[src/rtl/scsi_dma_pkg.sv]
// Shared types for the DMA-mode handshake responder.
package scsi_dma_pkg;
    // Transfer direction selected by the start strobes.
    typedef enum logic [1:0] {
        XFER_IDLE = 2'd0,
        XFER_RECV = 2'd1,
        XFER_SEND = 2'd2
    } xfer_e;
endpackage

[src/rtl/dma_ctl.sv]
// Transfer control: chooses the direction on start strobes and tracks the
// end-of-DMA, busy-error and last-byte-sent flags and the interrupt.
// Assumes all inputs are already synchronous to clk.
module dma_ctl
    import scsi_dma_pkg::*;
#(
    parameter bit HAS_LAST_SENT = 1'b1
) (
    input  logic  clk,
    input  logic  rst_n,
    input  logic  dma_mode,
    input  logic  drive_data,
    input  logic  start_send,
    input  logic  start_recv,
    input  logic  eop,
    input  logic  scsi_bsy,
    input  logic  scsi_req,
    input  logic  bsy_mon_en,
    input  logic  eop_irq_en,
    input  logic  status_rd,
    input  logic  tx_full,
    input  logic  tx_ack,
    output xfer_e mode,
    output logic  end_dma,
    output logic  busy_err,
    output logic  last_sent,
    output logic  irq
);
    logic rx_go, tx_go, active, restart, eop_ev, bsy_ev;

    assign rx_go   = dma_mode && start_recv;
    assign tx_go   = dma_mode && start_send && drive_data && !start_recv;
    assign restart = rx_go || tx_go;
    assign active  = dma_mode && (mode != XFER_IDLE);
    assign eop_ev  = active && eop && !end_dma;
    assign bsy_ev  = active && !scsi_bsy && !busy_err;

    // Direction register: set by a start strobe, dropped with DMA mode.
    always_ff @(posedge clk) begin
        if (!rst_n || !dma_mode) mode <= XFER_IDLE;
        else if (rx_go)          mode <= XFER_RECV;
        else if (tx_go)          mode <= XFER_SEND;
    end

    // End-of-DMA flag.
    always_ff @(posedge clk) begin
        if (!rst_n || !dma_mode || restart) end_dma <= 1'b0;
        else if (eop_ev)                    end_dma <= 1'b1;
    end

    // Busy-error flag: BSY lost during an active transfer.
    always_ff @(posedge clk) begin
        if (!rst_n || !dma_mode || restart) busy_err <= 1'b0;
        else if (bsy_ev)                    busy_err <= 1'b1;
    end

    // Interrupt: set by enabled events, cleared by a status read.
    always_ff @(posedge clk) begin
        if (!rst_n)                                          irq <= 1'b0;
        else if ((eop_ev && eop_irq_en) || (bsy_ev && bsy_mon_en)) irq <= 1'b1;
        else if (status_rd)                                  irq <= 1'b0;
    end

    generate
        if (HAS_LAST_SENT) begin : g_last
            // Last-byte-sent flag: send ended and bus handshake idle.
            always_ff @(posedge clk) begin
                if (!rst_n || !dma_mode || restart) last_sent <= 1'b0;
                else if (mode == XFER_SEND && end_dma && !tx_full && !tx_ack && !scsi_req)
                    last_sent <= 1'b1;
            end
        end else begin : g_no_last
            assign last_sent = 1'b0;
        end
    endgenerate
endmodule

[src/rtl/dma_rx_hs.sv]
// Receive handshake: latches the bus byte and raises ACK and DRQ on REQ,
// holding both until the host acknowledges. It keeps running after end of
// DMA. Assumes the target drops REQ once it sees ACK.
module dma_rx_hs #(
    parameter int DATA_W = 8
) (
    input  logic              clk,
    input  logic              rst_n,
    input  logic              run,
    input  logic              hs_ok,
    input  logic              req,
    input  logic              dack,
    input  logic [DATA_W-1:0] din,
    output logic              ack,
    output logic              drq,
    output logic [DATA_W-1:0] data
);
    // Handshake state: capture on REQ, release on DACK.
    always_ff @(posedge clk) begin
        if (!rst_n || !run) begin
            ack <= 1'b0;
            drq <= 1'b0;
        end else if (ack && dack) begin
            ack <= 1'b0;
            drq <= 1'b0;
        end else if (hs_ok && req && !ack) begin
            ack <= 1'b1;
            drq <= 1'b1;
        end
    end

    // Input data register: survives a DMA mode drop.
    always_ff @(posedge clk) begin
        if (!rst_n)                             data <= '0;
        else if (run && hs_ok && req && !ack)   data <= din;
    end
endmodule

[src/rtl/dma_tx_hs.sv]
// Send handshake: asks the host for a byte, buffers it, and presents it
// with ACK on REQ; ACK falls once REQ is low. Fetching stops at end of DMA.
module dma_tx_hs #(
    parameter int DATA_W = 8
) (
    input  logic              clk,
    input  logic              rst_n,
    input  logic              run,
    input  logic              hs_ok,
    input  logic              fetch_ok,
    input  logic              req,
    input  logic              dack,
    input  logic [DATA_W-1:0] wdata,
    output logic              ack,
    output logic              drq,
    output logic              full,
    output logic [DATA_W-1:0] dout
);
    assign drq = run && !full && fetch_ok;

    // Buffer occupancy and bus ACK.
    always_ff @(posedge clk) begin
        if (!rst_n || !run) begin
            full <= 1'b0;
            ack  <= 1'b0;
        end else begin
            if (drq && dack)                      full <= 1'b1;
            else if (!ack && full && hs_ok && req) full <= 1'b0;
            if (!ack && full && hs_ok && req)     ack <= 1'b1;
            else if (ack && !req)                 ack <= 1'b0;
        end
    end

    // Output data register, loaded from the host.
    always_ff @(posedge clk) begin
        if (!rst_n)           dout <= '0;
        else if (drq && dack) dout <= wdata;
    end
endmodule

[src/rtl/scsi_dma_hs.sv]
// DMA-mode handshake responder top. Compares the host-programmed phase with
// the live bus phase, gates both handshake paths with it, and merges their
// ACK and DRQ. Assumes synchronous inputs and a single host DMA channel.
module scsi_dma_hs
    import scsi_dma_pkg::*;
#(
    parameter int DATA_W        = 8,
    parameter int PHASE_W       = 3,
    parameter bit HAS_LAST_SENT = 1'b1
) (
    input  logic               clk,
    input  logic               rst_n,
    input  logic               dma_mode,
    input  logic               bsy_mon_en,
    input  logic               eop_irq_en,
    input  logic               drive_data,
    input  logic [PHASE_W-1:0] tgt_phase,
    input  logic               start_send,
    input  logic               start_recv,
    input  logic               eop,
    input  logic               dack,
    input  logic [DATA_W-1:0]  host_wdata,
    input  logic               status_rd,
    input  logic               scsi_req,
    input  logic               scsi_bsy,
    input  logic [PHASE_W-1:0] scsi_phase,
    input  logic [DATA_W-1:0]  scsi_data_in,
    output logic               scsi_ack,
    output logic [DATA_W-1:0]  scsi_data_out,
    output logic               scsi_data_oe,
    output logic               dma_drq,
    output logic [DATA_W-1:0]  in_data,
    output logic               st_phase_match,
    output logic               st_end_dma,
    output logic               st_busy_err,
    output logic               st_last_sent,
    output logic               irq
);
    xfer_e mode;
    logic  hs_ok, rx_run, tx_run;
    logic  rx_ack, rx_drq, tx_ack, tx_drq, tx_full;

    assign st_phase_match = (scsi_phase == tgt_phase);
    assign hs_ok          = st_phase_match && !st_busy_err;
    assign rx_run         = dma_mode && (mode == XFER_RECV);
    assign tx_run         = dma_mode && (mode == XFER_SEND);
    assign scsi_ack       = rx_ack | tx_ack;
    assign dma_drq        = rx_drq | tx_drq;
    assign scsi_data_oe   = tx_run && drive_data;

    dma_ctl #(.HAS_LAST_SENT(HAS_LAST_SENT)) u_ctl (
        .clk(clk), .rst_n(rst_n), .dma_mode(dma_mode), .drive_data(drive_data),
        .start_send(start_send), .start_recv(start_recv), .eop(eop),
        .scsi_bsy(scsi_bsy), .scsi_req(scsi_req), .bsy_mon_en(bsy_mon_en),
        .eop_irq_en(eop_irq_en), .status_rd(status_rd), .tx_full(tx_full),
        .tx_ack(tx_ack), .mode(mode), .end_dma(st_end_dma),
        .busy_err(st_busy_err), .last_sent(st_last_sent), .irq(irq)
    );

    dma_rx_hs #(.DATA_W(DATA_W)) u_rx (
        .clk(clk), .rst_n(rst_n), .run(rx_run), .hs_ok(hs_ok), .req(scsi_req),
        .dack(dack), .din(scsi_data_in), .ack(rx_ack), .drq(rx_drq), .data(in_data)
    );

    dma_tx_hs #(.DATA_W(DATA_W)) u_tx (
        .clk(clk), .rst_n(rst_n), .run(tx_run), .hs_ok(hs_ok),
        .fetch_ok(!st_end_dma && !st_busy_err), .req(scsi_req), .dack(dack),
        .wdata(host_wdata), .ack(tx_ack), .drq(tx_drq), .full(tx_full),
        .dout(scsi_data_out)
    );
endmodule

[config.mk]
export PLATFORM = sky130hd
export DESIGN_NAME = scsi_dma_hs
export DESIGN_NICKNAME = d
export VERILOG_FILES = /design/src/rtl/scsi_dma_pkg.sv /design/src/rtl/dma_ctl.sv /design/src/rtl/dma_rx_hs.sv /design/src/rtl/dma_tx_hs.sv /design/src/rtl/scsi_dma_hs.sv
export SDC_FILE = /design/constraint.sdc
export NUM_CORES = 1
export LEC_CHECK = 0
export CAP_MARGIN = 10
export CORE_AREA = 2 2 57 59
export CTS_CLUSTER_SIZE = 20
export DETAILED_ROUTE_END_ITERATION = 16
export DIE_AREA = 0 0 59 61
export HOLD_SLACK_MARGIN = 0.15
export PLACE_DENSITY = 0.84
export SLEW_MARGIN = 20
export SYNTH_ARGS = -nofsm -noshare
export SYNTH_HDL_FRONTEND = slang
export SYNTH_HIERARCHICAL = 1
export SYNTH_SLANG_ARGS = --single-unit
[constraint.sdc]
create_clock -name clk -period 1.75 [get_ports clk]
set_input_delay 0.35 -clock clk [delete_from_list [all_inputs] [get_ports clk]]
set_output_delay 0.35 -clock clk [all_outputs]
set_load 0.03 [all_outputs]
==> out/summary.txt <==
status - finished clean
critical path cell sequence - clkdlybuf4s50_1
ant diodes - 0
Power Density - 531 nW/um2
placed cell area - 1820 um2
CTS tree - done
Finished Cell Area - 1880 um2
worst path bufs/invs - 1
Tot GR Track Use - 16.5%
Min Hold Slack - 0.467 ns
Die Area - 3600 um2
Remaining DRCs - 0
Hold Path End - u_tx/dout[3]
met1 usage - 18.5%
Max Fanout on Critical Path - 2
Slew @ Worst Pin - 0.336 ns
RSZ-0062 raised after global routing - no
Util after Layout - 63.6%
maximum vdd drop - 0.304 mV
drt wl/cell - 12.1 um
clk_skew - 0.00614 ns
syn avg cell area - 8.88 um2
Synth Cell Area - 1140 um2
R2R Setup Slk - 0.26 ns
hold crit path type - reg -> reg
CTS Buf Count - 3
largest registers - u_rx/data (8), u_tx/dout (8), u_ctl/mode (2)
Max Cap Violations - 0
number of synthesis warnings - 6
Switch Pwr - 237 uW
Vias/cell - 4.82
global placer's final weighted congestion - 0.841
clock tree sinks - 25
final net count - 232
Slew Limit Headroom - 77.6%
WP data arrival - 1.35 ns
Tcrit/Tclk final - 97.1%
Die Span Y - 61 um
Fin. Hold Viols - 0
synth unique cells - 29
fmax - 0.588 GHz
post-route setup slack - 0.0503 ns
gr ovfl total - 0
WL final - 2760 um
clock share of power - 25.9%
root buf cell - clkbuf_4
# port buffers - 58
Area growth syn-to-layout - 65.4%
CTS clk-pin slew, worst paths - 0.14 ns
RR Startpoint - u_ctl/busy_err
fraction of layout cells with a size suffix above 1 - 14.8%
Setup Slack @ Placement - -0.534 ns
Core Area - 2950 um2
hold depth - 2
I/O pin total - 59
post-route ant nets - 0
die width - 59 um
first-pass GRT wire length - 4580 um
Vias - 1103
Worst R2R End - u_rx/data[6]
CP required - 1.40 ns
crit path capture type - primary output
Leakage - 0.000865 uW
post-synthesis instance total - 128
Seq/Total Area, Yosys - 44.1%
worst skew pair latency - 0.32 ns
post-detail-place hpwl - 2290 um
sequential share of power - 57.5%
Tmin final - 1.70 ns
initial antenna violation count - 0
delay-heaviest family, CP - buffers and inverters
starting density of the core - 38.5%
Critical Path Source Type - register
met2 Usage GRT - 31.6%
Most Crowded Layer GR - met2
met3 usage - 1.71%
initial DRC count - 43
hold_sp - u_tx/dout[3]
fin. max-slew vios - 0
r2r worst-path depth - 5
vias in the first global route - 1107
max incr delay on CP - 0.67 ns
final cell count without fillers - 229
clock buffer depth - 2
Int Pwr - 762 uW
row cnt - 20
Placed Instances - 225
largest net degree at the start of global routing - 23
synthesis-stage register bit count - 25
critical path launch point - u_tx/dout[1]
Mapped Nets - 163
Final Setup Violations - 0
H-tree levels - 1
combinational share of power - 16.6%
switching share of power - 23.7%
Crit-path slowest cell - clkdlybuf4s50_1
Setup CP Type - reg -> out
Detailed Routing Iterations Pass 1 - 6
==> layout make-up <==
| type | instances | area (um2) |
|---|---|---|
| Tap cell | 33 | 41.3 |
| Clock inverter | 1 | 7.51 |
| Inverter | 1 | 3.75 |
| Fill cell | 255 | 1070 |
| Sequential cell | 25 | 502 |
| Multi-Input combinational cell | 95 | 584 |
| Timing Repair Buffer | 71 | 718 |
| Clock buffer | 3 | 22.5 |
==> power by group through the flow <==
stage | clock (uW) | combinational, uW | sequential [uW]
after CTS | 269 | 167 | 575
after floorplan | 0 | 53.5 | 592
after global placement | 0 | 161 | 587
after global routing | 293 | 180 | 575
final | 258 | 166 | 575
after detailed placement | 0 | 166 | 587
==> Yosys cell counts (all sizes together) <==
cell type | instances | area [um2]
nor2 | 8 | 30.0
a32o | 1 | 10.0
nand3b | 2 | 15.0
o32ai | 1 | 8.76
dfxtp | 25 | 500
or2b | 1 | 7.51
and3 | 1 | 7.51
and3b | 1 | 8.76
nor3 | 2 | 10.0
o21ba | 1 | 10.0
and4b | 2 | 20.0
inv | 1 | 3.75
nand2 | 39 | 146
nor3b | 1 | 7.51
o211ai | 1 | 7.51
xor2 | 3 | 26.3
or3b | 1 | 11.3
and2 | 1 | 6.26
a21o | 1 | 7.51
nor4bb | 1 | 10.0
a21oi | 7 | 38.8
buf | 7 | 52.5
nor4 | 1 | 12.5
or2 | 2 | 12.5
mux2i | 16 | 160
nand3 | 1 | 5.00
==> cells in the final DEF, fill, tap and decap left out, drive strengths merged, types with 2 or more instances in the layout <==
cell type and instances:
clkdlybuf4s50 43, dlygate4sd2 4, a21oi 7, or2 2, xor2 3, nand2 39
buf 16, and4b 2, clkbuf 3, mux2i 16, dlymetal6s2s 8, nor3 2
nor2 8, dfxtp 25, nand3b 2
==> what timing repair did <==
| item | in CTS | in global routing |
|---|---|---|
| setup endpoints to repair | 5 | 9 |
| setup buffers | 1 | 0 |
| resized for setup | 16 | 8 |
| pin swaps | 1 | 0 |
| gates cloned | 0 | 0 |
| hold buffers | 0 | 0 |
==> worst max-delay path by stage <==
stage                             endpoint  slack (ns)  cells after the start
after floorplan             st_phase_match        0.18                      2
after global placement             dma_drq       -0.53                      6
after detailed placement           dma_drq       -0.53                      6
after CTS                 scsi_data_out[5]        0.01                      1
after global routing            in_data[3]       0.001                      1
final                     scsi_data_out[1]        0.05                      1
==> metrics by stage <==
stage	TNS [ns]	total power, uW
final	0	999
after CTS	0	1010
after detailed placement	-2.86	753
after global routing	0	1050
after global placement	-1.99	748
after floorplan	0	646
==> logic make-up (layout without fill, tap and decap cells) <==
kind of cell | Yosys count | in the layout | share of synthesized area, %
buffers and inverters | 8 | 76 | 4.95
xor gates and xnor gates | 3 | 3 | 2.31
DFF | 25 | 25 | 44.1
muxes | 16 | 16 | 14.1
AOI/OAI and AO/OA | 12 | 12 | 7.27
and+or+nand+nor | 64 | 64 | 27.3
==> layer usage <==
layer	up-vias	routed length [um]
met5	-	0
met4	0	42
met3	4	123
met2	31	1440
met1	502	1160
li1	566	-
No activity file was read; power rests on OpenSTA's default activity.
